**config.mk**
```make
export PLATFORM = sky130hd
export DESIGN_NAME = adpcm_accel
export DESIGN_NICKNAME = d
export VERILOG_FILES = /design/src/rtl/adpcm_accel_pkg.sv /design/src/rtl/adpcm_accel_regfile.sv /design/src/rtl/adpcm_accel_predictor.sv /design/src/rtl/adpcm_accel_seq.sv /design/src/rtl/adpcm_accel.sv
export SDC_FILE = /design/constraint.sdc
export NUM_CORES = 2
export LEC_CHECK = 0
export CORE_ASPECT_RATIO = 0.9
export CORE_MARGIN = 10
export CORE_UTILIZATION = 50
export CTS_CLUSTER_SIZE = 24
export DETAILED_ROUTE_END_ITERATION = 8
export PLACE_DENSITY = 0.74
export SLEW_MARGIN = 20
export SYNTH_ARGS = -nofsm -noshare
export SYNTH_HDL_FRONTEND = slang
export SYNTH_SLANG_ARGS = --single-unit
export TNS_END_PERCENT = 20
```
**constraint.sdc**
```tcl
create_clock -name clk -period 41.7 [get_ports clk]
set_clock_uncertainty 0.1 [all_clocks]
set_input_delay 8.34 -clock clk [delete_from_list [all_inputs] [get_ports clk]]
set_output_delay 8.34 -clock clk [all_outputs]
set_load 0.1 [all_outputs]
```
**src/rtl/adpcm_accel_pkg.sv**
```systemverilog
package adpcm_accel_pkg;

  localparam int IDX_FMT  = 0;
  localparam int IDX_STH  = 1;
  localparam int IDX_STL  = 2;
  localparam int IDX_ENH  = 3;
  localparam int IDX_ENL  = 4;
  localparam int IDX_CUH  = 5;
  localparam int IDX_CUL  = 6;
  localparam int IDX_HDR  = 7;
  localparam int IDX_HY1  = 8;
  localparam int IDX_HY2  = 9;
  localparam int IDX_COEF = 16;

  localparam logic [15:0] FMT_ADPCM = 16'h0000;
  localparam logic [15:0] FMT_PCM16 = 16'h000A;

  typedef enum logic [2:0] {ST_IDLE, ST_HDR, ST_NIB, ST_WHI, ST_WLO} acc_state_e;
  typedef enum logic [1:0] {MD_ADPCM, MD_PCM, MD_RAW} acc_mode_e;

  // Scaled code plus rounded two-tap prediction, saturated symmetrically.
  function automatic logic [15:0] adpcm_predict(
    input logic [7:0] hdr, input logic [3:0] code,
    input logic signed [15:0] c1, input logic signed [15:0] c2,
    input logic signed [15:0] y1, input logic signed [15:0] y2);
    logic signed [20:0] step;
    logic signed [33:0] acc;
    logic signed [33:0] tot;
    step = $signed({{17{code[3]}}, code}) <<< hdr[3:0];
    acc  = 34'sd1024 + c1 * y1 + c2 * y2;
    tot  = (acc >>> 11) + $signed({{13{step[20]}}, step});
    if (tot > 34'sd32767)       return 16'h7FFF;
    else if (tot < -34'sd32767) return 16'h8001;
    else                        return tot[15:0];
  endfunction

endpackage

```
**src/rtl/adpcm_accel_regfile.sv**
```systemverilog
module adpcm_accel_regfile
  import adpcm_accel_pkg::*;
#(
  parameter int NPAIR = 8,
  localparam int RAW = $clog2(IDX_COEF + 2 * NPAIR),
  localparam int KW  = $clog2(NPAIR),
  localparam int NCO = 2 * NPAIR
) (
  input  logic              clk,
  input  logic              rst_n,
  input  logic              idle,
  input  logic              cfg_we,
  input  logic [RAW-1:0]    cfg_addr,
  input  logic [15:0]       cfg_wdata,
  output logic [15:0]       cfg_rdata,
  input  logic              upd_hdr_en,
  input  logic [7:0]        upd_hdr,
  input  logic              upd_pos_en,
  input  logic [31:0]       upd_pos,
  input  logic              upd_hist_en,
  input  logic [15:0]       upd_hist,
  output logic [15:0]       fmt,
  output logic [31:0]       start_a,
  output logic [31:0]       end_a,
  output logic [31:0]       cur_a,
  output logic [7:0]        hdr,
  output logic [15:0]       hist1,
  output logic [15:0]       hist2,
  output logic [15:0]       coef1,
  output logic [15:0]       coef2
);

  logic [15:0] coef_q [NCO];
  logic        wr_ok;
  logic [KW-1:0]  pair;
  logic [RAW-1:0] coff;

  assign wr_ok = cfg_we && idle;

  always_ff @(posedge clk) begin
    if (!rst_n) begin
      fmt <= '0; start_a <= '0; end_a <= '0; cur_a <= '0;
      hdr <= '0; hist1 <= '0; hist2 <= '0;
    end else begin
      if (wr_ok) begin
        case (int'(cfg_addr))
          IDX_FMT: fmt            <= cfg_wdata;
          IDX_STH: start_a[31:16] <= cfg_wdata;
          IDX_STL: start_a[15:0]  <= cfg_wdata;
          IDX_ENH: end_a[31:16]   <= cfg_wdata;
          IDX_ENL: end_a[15:0]    <= cfg_wdata;
          IDX_CUH: cur_a[31:16]   <= cfg_wdata;
          IDX_CUL: cur_a[15:0]    <= cfg_wdata;
          IDX_HDR: hdr            <= cfg_wdata[7:0];
          IDX_HY1: hist1          <= cfg_wdata;
          IDX_HY2: hist2          <= cfg_wdata;
          default: ;
        endcase
      end
      if (upd_hdr_en) hdr <= upd_hdr;
      if (upd_pos_en) cur_a <= upd_pos;
      if (upd_hist_en) begin
        hist2 <= hist1;
        hist1 <= upd_hist;
      end
    end
  end

  always_ff @(posedge clk) begin
    for (int i = 0; i < NCO; i++) begin
      if (!rst_n) coef_q[i] <= '0;
      else if (wr_ok && int'(cfg_addr) == IDX_COEF + i) coef_q[i] <= cfg_wdata;
    end
  end

  assign pair  = hdr[4 +: KW];
  assign coef1 = coef_q[{pair, 1'b0}];
  assign coef2 = coef_q[{pair, 1'b1}];

  always_comb begin
    coff = cfg_addr - RAW'(IDX_COEF);
    case (int'(cfg_addr))
      IDX_FMT: cfg_rdata = fmt;
      IDX_STH: cfg_rdata = start_a[31:16];
      IDX_STL: cfg_rdata = start_a[15:0];
      IDX_ENH: cfg_rdata = end_a[31:16];
      IDX_ENL: cfg_rdata = end_a[15:0];
      IDX_CUH: cfg_rdata = cur_a[31:16];
      IDX_CUL: cfg_rdata = cur_a[15:0];
      IDX_HDR: cfg_rdata = {8'h00, hdr};
      IDX_HY1: cfg_rdata = hist1;
      IDX_HY2: cfg_rdata = hist2;
      default: begin
        if (int'(cfg_addr) >= IDX_COEF && int'(coff) < NCO)
          cfg_rdata = coef_q[coff[KW:0]];
        else
          cfg_rdata = '0;
      end
    endcase
  end

  AST_WRAP_BOUND: assert property (@(posedge clk) disable iff (!rst_n)
    upd_pos_en |-> (upd_pos < end_a) || (upd_pos == start_a));
  AST_HIST_SHIFT: assert property (@(posedge clk) disable iff (!rst_n)
    upd_hist_en |=> hist2 == $past(hist1));
  AST_BUSY_NOWRITE: assert property (@(posedge clk) disable iff (!rst_n)
    !idle |=> $stable(fmt));

endmodule

```
**src/rtl/adpcm_accel_predictor.sv**
```systemverilog
module adpcm_accel_predictor
  import adpcm_accel_pkg::*;
(
  input  logic [7:0]  hdr,
  input  logic [3:0]  code,
  input  logic [15:0] coef1,
  input  logic [15:0] coef2,
  input  logic [15:0] hist1,
  input  logic [15:0] hist2,
  output logic [15:0] sample
);

  assign sample = adpcm_predict(hdr, code, $signed(coef1), $signed(coef2),
                                $signed(hist1), $signed(hist2));

endmodule

```
**src/rtl/adpcm_accel_seq.sv**
```systemverilog
module adpcm_accel_seq
  import adpcm_accel_pkg::*;
(
  input  logic        clk,
  input  logic        rst_n,
  input  logic        rd_req,
  output logic        rd_ready,
  output logic        rd_valid,
  output logic [15:0] rd_data,
  output logic        rd_err,
  output logic        mem_req,
  output logic [31:0] mem_addr,
  input  logic        mem_rvalid,
  input  logic [7:0]  mem_rdata,
  input  logic [15:0] fmt,
  input  logic [31:0] start_a,
  input  logic [31:0] end_a,
  input  logic [31:0] cur_a,
  input  logic [15:0] sample,
  output logic [3:0]  code,
  output logic        upd_hdr_en,
  output logic [7:0]  upd_hdr,
  output logic        upd_pos_en,
  output logic [31:0] upd_pos,
  output logic        upd_hist_en,
  output logic [15:0] upd_hist
);

  acc_state_e  st;
  acc_mode_e   mode_q;
  acc_mode_e   mode_d;
  logic [31:0] wa;
  logic [7:0]  hi_q;
  logic        fetched;
  logic        accept;
  logic        last_step;
  logic [15:0] word;
  logic [31:0] adv;

  assign rd_ready  = (st == ST_IDLE);
  assign accept    = rd_req && rd_ready;
  assign mem_req   = (st != ST_IDLE);
  assign fetched   = mem_req && mem_rvalid;
  assign last_step = fetched && (st == ST_NIB || st == ST_WLO);
  assign code      = wa[0] ? mem_rdata[3:0] : mem_rdata[7:4];
  assign word      = {hi_q, mem_rdata};

  always_comb begin
    if (fmt == FMT_ADPCM)      mode_d = MD_ADPCM;
    else if (fmt == FMT_PCM16) mode_d = MD_PCM;
    else                       mode_d = MD_RAW;
  end

  always_comb begin
    case (st)
      ST_HDR:  mem_addr = {1'b0, wa[31:4], 3'b000};
      ST_NIB:  mem_addr = {1'b0, wa[31:1]};
      ST_WLO:  mem_addr = wa + 32'd1;
      default: mem_addr = wa;
    endcase
  end

  assign adv         = (st == ST_NIB) ? wa + 32'd1 : wa + 32'd2;
  assign upd_pos     = (adv >= end_a) ? start_a : adv;
  assign upd_pos_en  = last_step;
  assign upd_hdr_en  = fetched && (st == ST_HDR);
  assign upd_hdr     = mem_rdata;
  assign upd_hist_en = fetched && (st == ST_NIB || (st == ST_WLO && mode_q == MD_PCM));
  assign upd_hist    = (st == ST_NIB) ? sample : word;

  always_ff @(posedge clk) begin
    if (!rst_n) begin
      st <= ST_IDLE; mode_q <= MD_ADPCM; wa <= '0; hi_q <= '0;
      rd_valid <= 1'b0; rd_data <= '0; rd_err <= 1'b0;
    end else begin
      rd_valid <= 1'b0;
      rd_err   <= 1'b0;
      case (st)
        ST_IDLE: if (accept) begin
          wa     <= cur_a;
          mode_q <= mode_d;
          if (mode_d == MD_ADPCM) st <= (cur_a[3:0] == 4'h0) ? ST_HDR : ST_NIB;
          else                    st <= ST_WHI;
        end
        ST_HDR: if (fetched) begin
          wa <= wa + 32'd2;
          st <= ST_NIB;
        end
        ST_NIB: if (fetched) begin
          rd_valid <= 1'b1;
          rd_data  <= sample;
          st       <= ST_IDLE;
        end
        ST_WHI: if (fetched) begin
          hi_q <= mem_rdata;
          st   <= ST_WLO;
        end
        ST_WLO: if (fetched) begin
          rd_valid <= 1'b1;
          rd_data  <= word;
          rd_err   <= (mode_q == MD_RAW);
          st       <= ST_IDLE;
        end
        default: st <= ST_IDLE;
      endcase
    end
  end

  AST_MEM_HOLD: assert property (@(posedge clk) disable iff (!rst_n)
    mem_req && !mem_rvalid |=> mem_req && $stable(mem_addr));
  AST_VALID_PULSE: assert property (@(posedge clk) disable iff (!rst_n)
    rd_valid |=> !rd_valid);
  AST_CLAMP_SYM: assert property (@(posedge clk) disable iff (!rst_n)
    rd_valid && mode_q == MD_ADPCM |-> rd_data != 16'h8000);
  AST_ERR_WITH_VALID: assert property (@(posedge clk) disable iff (!rst_n)
    rd_err |-> rd_valid && mode_q == MD_RAW);

endmodule

```
**src/rtl/adpcm_accel.sv**
```systemverilog
module adpcm_accel
  import adpcm_accel_pkg::*;
#(
  parameter int NPAIR = 8,
  localparam int RAW = $clog2(IDX_COEF + 2 * NPAIR)
) (
  input  logic           clk,
  input  logic           rst_n,
  input  logic           cfg_we,
  input  logic [RAW-1:0] cfg_addr,
  input  logic [15:0]    cfg_wdata,
  output logic [15:0]    cfg_rdata,
  input  logic           rd_req,
  output logic           rd_ready,
  output logic           rd_valid,
  output logic [15:0]    rd_data,
  output logic           rd_err,
  output logic           mem_req,
  output logic [31:0]    mem_addr,
  input  logic           mem_rvalid,
  input  logic [7:0]     mem_rdata
);

  logic [15:0] fmt, hist1, hist2, coef1, coef2, sample, upd_hist;
  logic [31:0] start_a, end_a, cur_a, upd_pos;
  logic [7:0]  hdr, upd_hdr;
  logic [3:0]  code;
  logic        upd_hdr_en, upd_pos_en, upd_hist_en;

  adpcm_accel_regfile #(.NPAIR(NPAIR)) regs_i (
    .clk(clk), .rst_n(rst_n), .idle(rd_ready),
    .cfg_we(cfg_we), .cfg_addr(cfg_addr), .cfg_wdata(cfg_wdata), .cfg_rdata(cfg_rdata),
    .upd_hdr_en(upd_hdr_en), .upd_hdr(upd_hdr),
    .upd_pos_en(upd_pos_en), .upd_pos(upd_pos),
    .upd_hist_en(upd_hist_en), .upd_hist(upd_hist),
    .fmt(fmt), .start_a(start_a), .end_a(end_a), .cur_a(cur_a), .hdr(hdr),
    .hist1(hist1), .hist2(hist2), .coef1(coef1), .coef2(coef2)
  );

  adpcm_accel_predictor pred_i (
    .hdr(hdr), .code(code), .coef1(coef1), .coef2(coef2),
    .hist1(hist1), .hist2(hist2), .sample(sample)
  );

  adpcm_accel_seq seq_i (
    .clk(clk), .rst_n(rst_n),
    .rd_req(rd_req), .rd_ready(rd_ready), .rd_valid(rd_valid), .rd_data(rd_data), .rd_err(rd_err),
    .mem_req(mem_req), .mem_addr(mem_addr), .mem_rvalid(mem_rvalid), .mem_rdata(mem_rdata),
    .fmt(fmt), .start_a(start_a), .end_a(end_a), .cur_a(cur_a), .sample(sample), .code(code),
    .upd_hdr_en(upd_hdr_en), .upd_hdr(upd_hdr), .upd_pos_en(upd_pos_en), .upd_pos(upd_pos),
    .upd_hist_en(upd_hist_en), .upd_hist(upd_hist)
  );

endmodule

```
## After elaboration in Yosys (flattened, before gate mapping)

Memory sizes are Yosys's and may differ from the RTL's. A register that Yosys moved wholly into a read port is not among the register bits.
Index checks and enable logic that the tools add are counted.

- Register bits: 215
- Memory bits (writable): 256
- Input port bits: 34
- Logic and storage cells: 253
- Memories: 1

- $add $sub $neg: 6
- Multiply operators: 2
- $lt $le $gt $ge: 5
- Equal/unequal tests: 38
- Shifts and indexed selects: 1
- Muxes and demuxes: 107
- Bitwise gates (word level): 16
- Reduce and logical (&&, ||, !) cells: 60

Memory list:

| name | depth | bits a word | rd ports | clocked after Yosys merged registers in | write ports | RTL line | text |
|---|---|---|---|---|---|---|---|
| regs_i.coef_q | 16 | 16 | 3 | 2 | 16 | adpcm_accel_regfile.sv:33 | `logic [15:0] coef_q [NCO];` |

Operators with widths:

| operator | number |
|---|---|
| $mux 16 | 30 |
| $mux 32 | 6 |
| $pmux 16 s10 | 1 |
| $pmux 32 s3 | 1 |
| $mul 16x16->32 | 2 |
| $pmux 32 s2 | 1 |
| $mux 1 | 50 |
| $eq 5x5->1 const B | 8 |
| $add 12x34->34 const A | 1 |
| $add 34x32->34 | 1 |
| $gt 34x16->1 const B | 1 |
| $lt 34x16->1 const B | 1 |
| $add 32x1->32 const B | 1 |
| $add 32x2->32 const B | 1 |
| $ge 32x32->1 | 1 |
| $pmux 16 s2 | 1 |
| $eq 5x3->1 const B | 6 |
| $eq 5x4->1 const B | 6 |
| $reduce_and 2->1 | 13 |
| $add 23x21->24 | 1 |
| $logic_and 1x1->1 | 24 |
| $mux 8 | 3 |
| $sshl 4x4->21 | 1 |
| $mux 4 | 5 |
| other kinds (27) | 69 |

## Longest topological paths before layout

- Depth after elaboration: 9
- Mapped depth: 60
- Gate-level depth less buffers: 54

## Modules after synthesis

From an unflattened synthesis, not the netlist that was laid out.

- Cell total of the unflattened synthesis: 5058
- Area total of the unflattened synthesis: 49560.0 µm²

Modules (own cells, without submodules):

| module | times used | cells each | area each (µm²) |
|---|---|---|---|
| adpcm_accel_predictor | 1 | 2349 | 21673.3 |
| adpcm_accel_regfile | 1 | 1775 | 21179.1 |
| adpcm_accel_seq | 1 | 934 | 6707.7 |

## Worst setup path before layout

Ideal clock, no wire load.

- Path type: in2out
- From: input cfg_addr[0]
- To: output cfg_rdata[10]
- Arrival: 11304 ps
- Data required time: 33260 ps
- Setup slack: 21956 ps
- Cell stages on the path: 7
- Cells stage by stage: clkbuf_1 -> clkbuf_1 -> clkbuf_1 -> mux4_2 -> mux4_2 -> nand2_1 -> nand4_1

- Cells in the longest elaborated chain, start to end: 5
- Elaborated cells on any way between the ends: 17

RTL lines:

| element | RTL line | text |
|---|---|---|
| from (decl) | adpcm_accel.sv:10 | `input logic [RAW-1:0] cfg_addr,` |
| $sub 5x5->5 | adpcm_accel_regfile.sv:81 | `coff = cfg_addr - RAW'(IDX_COEF);` |
| $lt 5x5->1 | adpcm_accel_regfile.sv:94 | `if (int'(cfg_addr) >= IDX_COEF && int'(coff) < NCO)` |
| $logic_and 1x1->1 | adpcm_accel_regfile.sv:94 |  |
| $mux 16 | adpcm_accel_regfile.sv:94 |  |
| $pmux 16 s10 (*) | adpcm_accel_regfile.sv:82 | `case (int'(cfg_addr))` |
| to (decl) | adpcm_accel.sv:12 | `output logic [15:0] cfg_rdata,` |

Mark *: on every way between the ends. The rest lies on a longest branch, timed or not.

## Final worst setup path

- From: input cfg_addr[1]
- To: output cfg_rdata[2]

Same word-level chain as after synthesis.

==> metrics <==
critical path endpoint category=output port; main area contributors after synthesis=fa_1, edfxtp_1, dfxtp_1; max-capacitance violation count=0; Data required, critical path=around 33 ns; vias in the first global route=38900; final cell count without fillers=between 6000 and 7000; CTS max path bufs=3; Root Driver=clkbuf_16; CTS clk-pin slew, worst paths=0.06 ns; HPWL Detailed=between 100000 and 150000 um; die area=110300 um^2; top-count cell post-synth=inv_1; Yosys top cell by area=fa_1; vias=~39000; crit-path cells=buf_4 -> buf_4 -> nand2_1 -> nor3_4 -> a22o_1 -> a221oi_1 -> nand4_1 -> clkdlybuf4s50_1; r2r setup slk=~25 ns; Worst Hold Path Cells=2; area grow syn2layout=7.510%; Syn Area/Cell=roughly 9.6 um^2; Iter 0 DRT Violations=4570; Yosys reg bits=between 400 and 500; Inst Count DP=approximately 6200; htree depth=2; count of final setup violators=0; pin count of the biggest net entering global routing=between 80 and 90; total congestion overflow=0; worst rel slew slack=between 20% and 30%; power density cells=36.34 nW/um^2; CTS tree=done; core box area=between 90000 and 100000 um^2; post-synthesis net count=a little under 6000; Final Hold Viols=0; period utilisation layout=slightly below 50%; Vias per Instance=between 6 and 7; Design Area, Final=approximately 52000 um^2; setup ws final=around 21 ns; Worst Tran Pin Value=around 1.2 ns; Top cell by count, worst path=buf_4; drt wl/cell=~24 um; RR Endpoint=regs_i.hist1[2]$_SDFFE_PN0P_; gr usage total=between 20% and 30%; DRT Pass-1 Iters=8; CTS sink cnt=around 470; DRC Markers=0; RSZ-0062 raised after global routing=no; global-route wire length before repair=~230000 um; Boundary Pins=102; Crit path arrival time=between 10 and 15 ns; synth unique cells=81; post-synthesis cell count=just over 5000; prevailing post-synth register cell=edfxtp_1; worst hold-check path type=reg -> reg; height of the chip=316.1 um; Max Fclk=0.04835 GHz; EDFF count, synth=between 200 and 300; CP max stage cell=clkdlybuf4s50_1; Synth warnings=0; Starting Density=approximately half; Routed WL=between 100000 and 150000 um; Max FO, Critical Path=38; TritonCTS Buffers=between 40 and 50; Critical Setup Path Class=in -> out; fraction of layout cells with a size suffix above 1=8.323%; CP max stage delay=around 1.2 ns; R2R cell count=48; CTS Hold Bufs=0; initial antenna violation count=6; Max Slew Vio Count=0; Leak=about 21 nW; Row Count=around 110; Post-DRT Antenna Nets=0; pre-CTS setup slack=a little over 20 ns; placed cell area=approximately 51000 um^2; Horiz. Die Dim=between 300 and 400 um; VDD IR max=roughly 0.063 mV; Tmin final=20.68 ns; Worst Hold Path EP=seq_i.rd_data[4]$_SDFFE_PN0P_; min-delay src=seq_i.rd_data[4]$_SDFFE_PN0P_; setup TNS=0 ns; final estimated routing congestion in global placement=just under 1; Worst-Skew Late Latency=between 0.5 and 0.6 ns; register area share after synthesis=between 20% and 30%; outcome=finished clean; most instantiated cells after synthesis=inv_1, nand2_1, fa_1, and2_1, clkbuf_1; Port Buffers=~100; Startpoint Class=input pin; synthesized cell area=48700 um^2; Synth top area share=23.35%; Final #Nets=about 5800; FFs w/ async S/R, synth=0%; total setup buffers inserted after CTS=0; Design Power=1.903 mW; post-cts resize count=0
[cells by family after synthesis]
kind of cell,count (synthesis),share of synthesized area (%)
AND/OR/NAND/NOR,1634,16.48
buffers and inverters,1024,7.913
adder cells (fa/ha/maj),803,29.39
AO/OA/AOI/OAI,801,10.61
flip-flops,474,24.75
multiplexers,247,8.902
XOR/XNOR,109,1.960
[final cells by class]
cell class | count | area (um^2)
Sequential cell | 474 | 12060
Antenna cell | 1 | 2.502
Inverter | 674 | 2532
Clock buffer | 63 | 1326
Multi-Input combinational cell | 3594 | 32910
Fill cell | 8460 | 44130
Timing Repair Buffer | 196 | 1724
Tap cell | 1265 | 1583
Clock inverter | 21 | 224.0
[per-stage QoR]
| step | utilization (%) | hold slack (ns) |
|---|---|---|
| global route | 54.26 | 0.3787 |
| floorplan | - | 0.3430 |
| detailed placement | 52.60 | 0.3472 |
| finish | 54.27 | 0.3532 |
| CTS | 54.21 | 0.3561 |
| global placement | 52.59 | 0.3406 |
[worst max path at each step]
| stage | startpoint | end | slack, ns | depth (start not counted) |
|---|---|---|---|---|
| detailed placement | cfg_addr[1] | cfg_rdata[1] | 20.76 | 8 |
| global placement | cfg_addr[1] | cfg_rdata[1] | 20.79 | 8 |
| global route | cfg_addr[1] | cfg_rdata[1] | 20.77 | 8 |
| CTS | cfg_addr[1] | cfg_rdata[1] | 20.76 | 8 |
| floorplan | cfg_addr[0] | cfg_rdata[10] | 21.96 | 7 |
| finish | cfg_addr[1] | cfg_rdata[2] | 21.02 | 8 |
[worst max-delay path, delay by kind of cell]
family / cells / cell delay, ns
buffers and inverters: 3 / 2.32
AND/OR/NAND/NOR: 3 / 1.24
AO/OA/AOI/OAI: 2 / 0.28
[state kept, by name, summed over array words and instances (netlist names), 32 cells and up, named ones only]
register        flops
regs_i.start_a     32
regs_i.coef_q     256
seq_i.wa           32
regs_i.end_a       32
regs_i.cur_a       32
[power by group]
group / internal, mW / total [mW] / switching (mW)
Clock: 0.248 / 0.442 / 0.194
Combinational: 0.290 / 0.886 / 0.596
Sequential: 0.519 / 0.575 / 0.0562
Total: 1.06 / 1.90 / 0.845
[per-layer routing]
metal	vias up	track usage (%)	wire length [um]	part of all wire (%)
met3	380	5.216	15510	10
met1	19310	37.11	59980	40
met5	-	0	36	0.024
li1	16760	-	-	-
met2	2185	42.20	66230	45
met4	6	10.01	6667	4.5
[cell usage in the layout (no fill, tap or decap), types with 11 or more instances in the layout]
cell type / n
a211oi_1: 30
a21o_1: 47
a21oi_1: 255
a221o_1: 11
a221oi_1: 35
a22o_1: 25
a22oi_1: 24
a311oi_1: 27
a31oi_1: 21
and2_1: 435
and3_1: 20
buf_4: 96
clkbuf_16: 47
clkdlybuf4s50_1: 96
clkinv_2: 11
dfxtp_1: 216
edfxtp_1: 256
fa_1: 568
ha_1: 235
inv_1: 673
mux2_2: 39
mux2i_1: 63
mux4_2: 145
nand2_1: 642
nand2b_1: 42
nand3_1: 80
nand4_1: 42
nor2_1: 188
nor2b_1: 59
nor3_1: 47
o211ai_1: 13
o21a_1: 18
o21ai_0: 133
o21ai_1: 38
o221ai_1: 16
o22ai_1: 22
o311ai_0: 12
or2_2: 22
xnor2_1: 82
xor2_1: 27
Power figures use the tool's default switching activity.
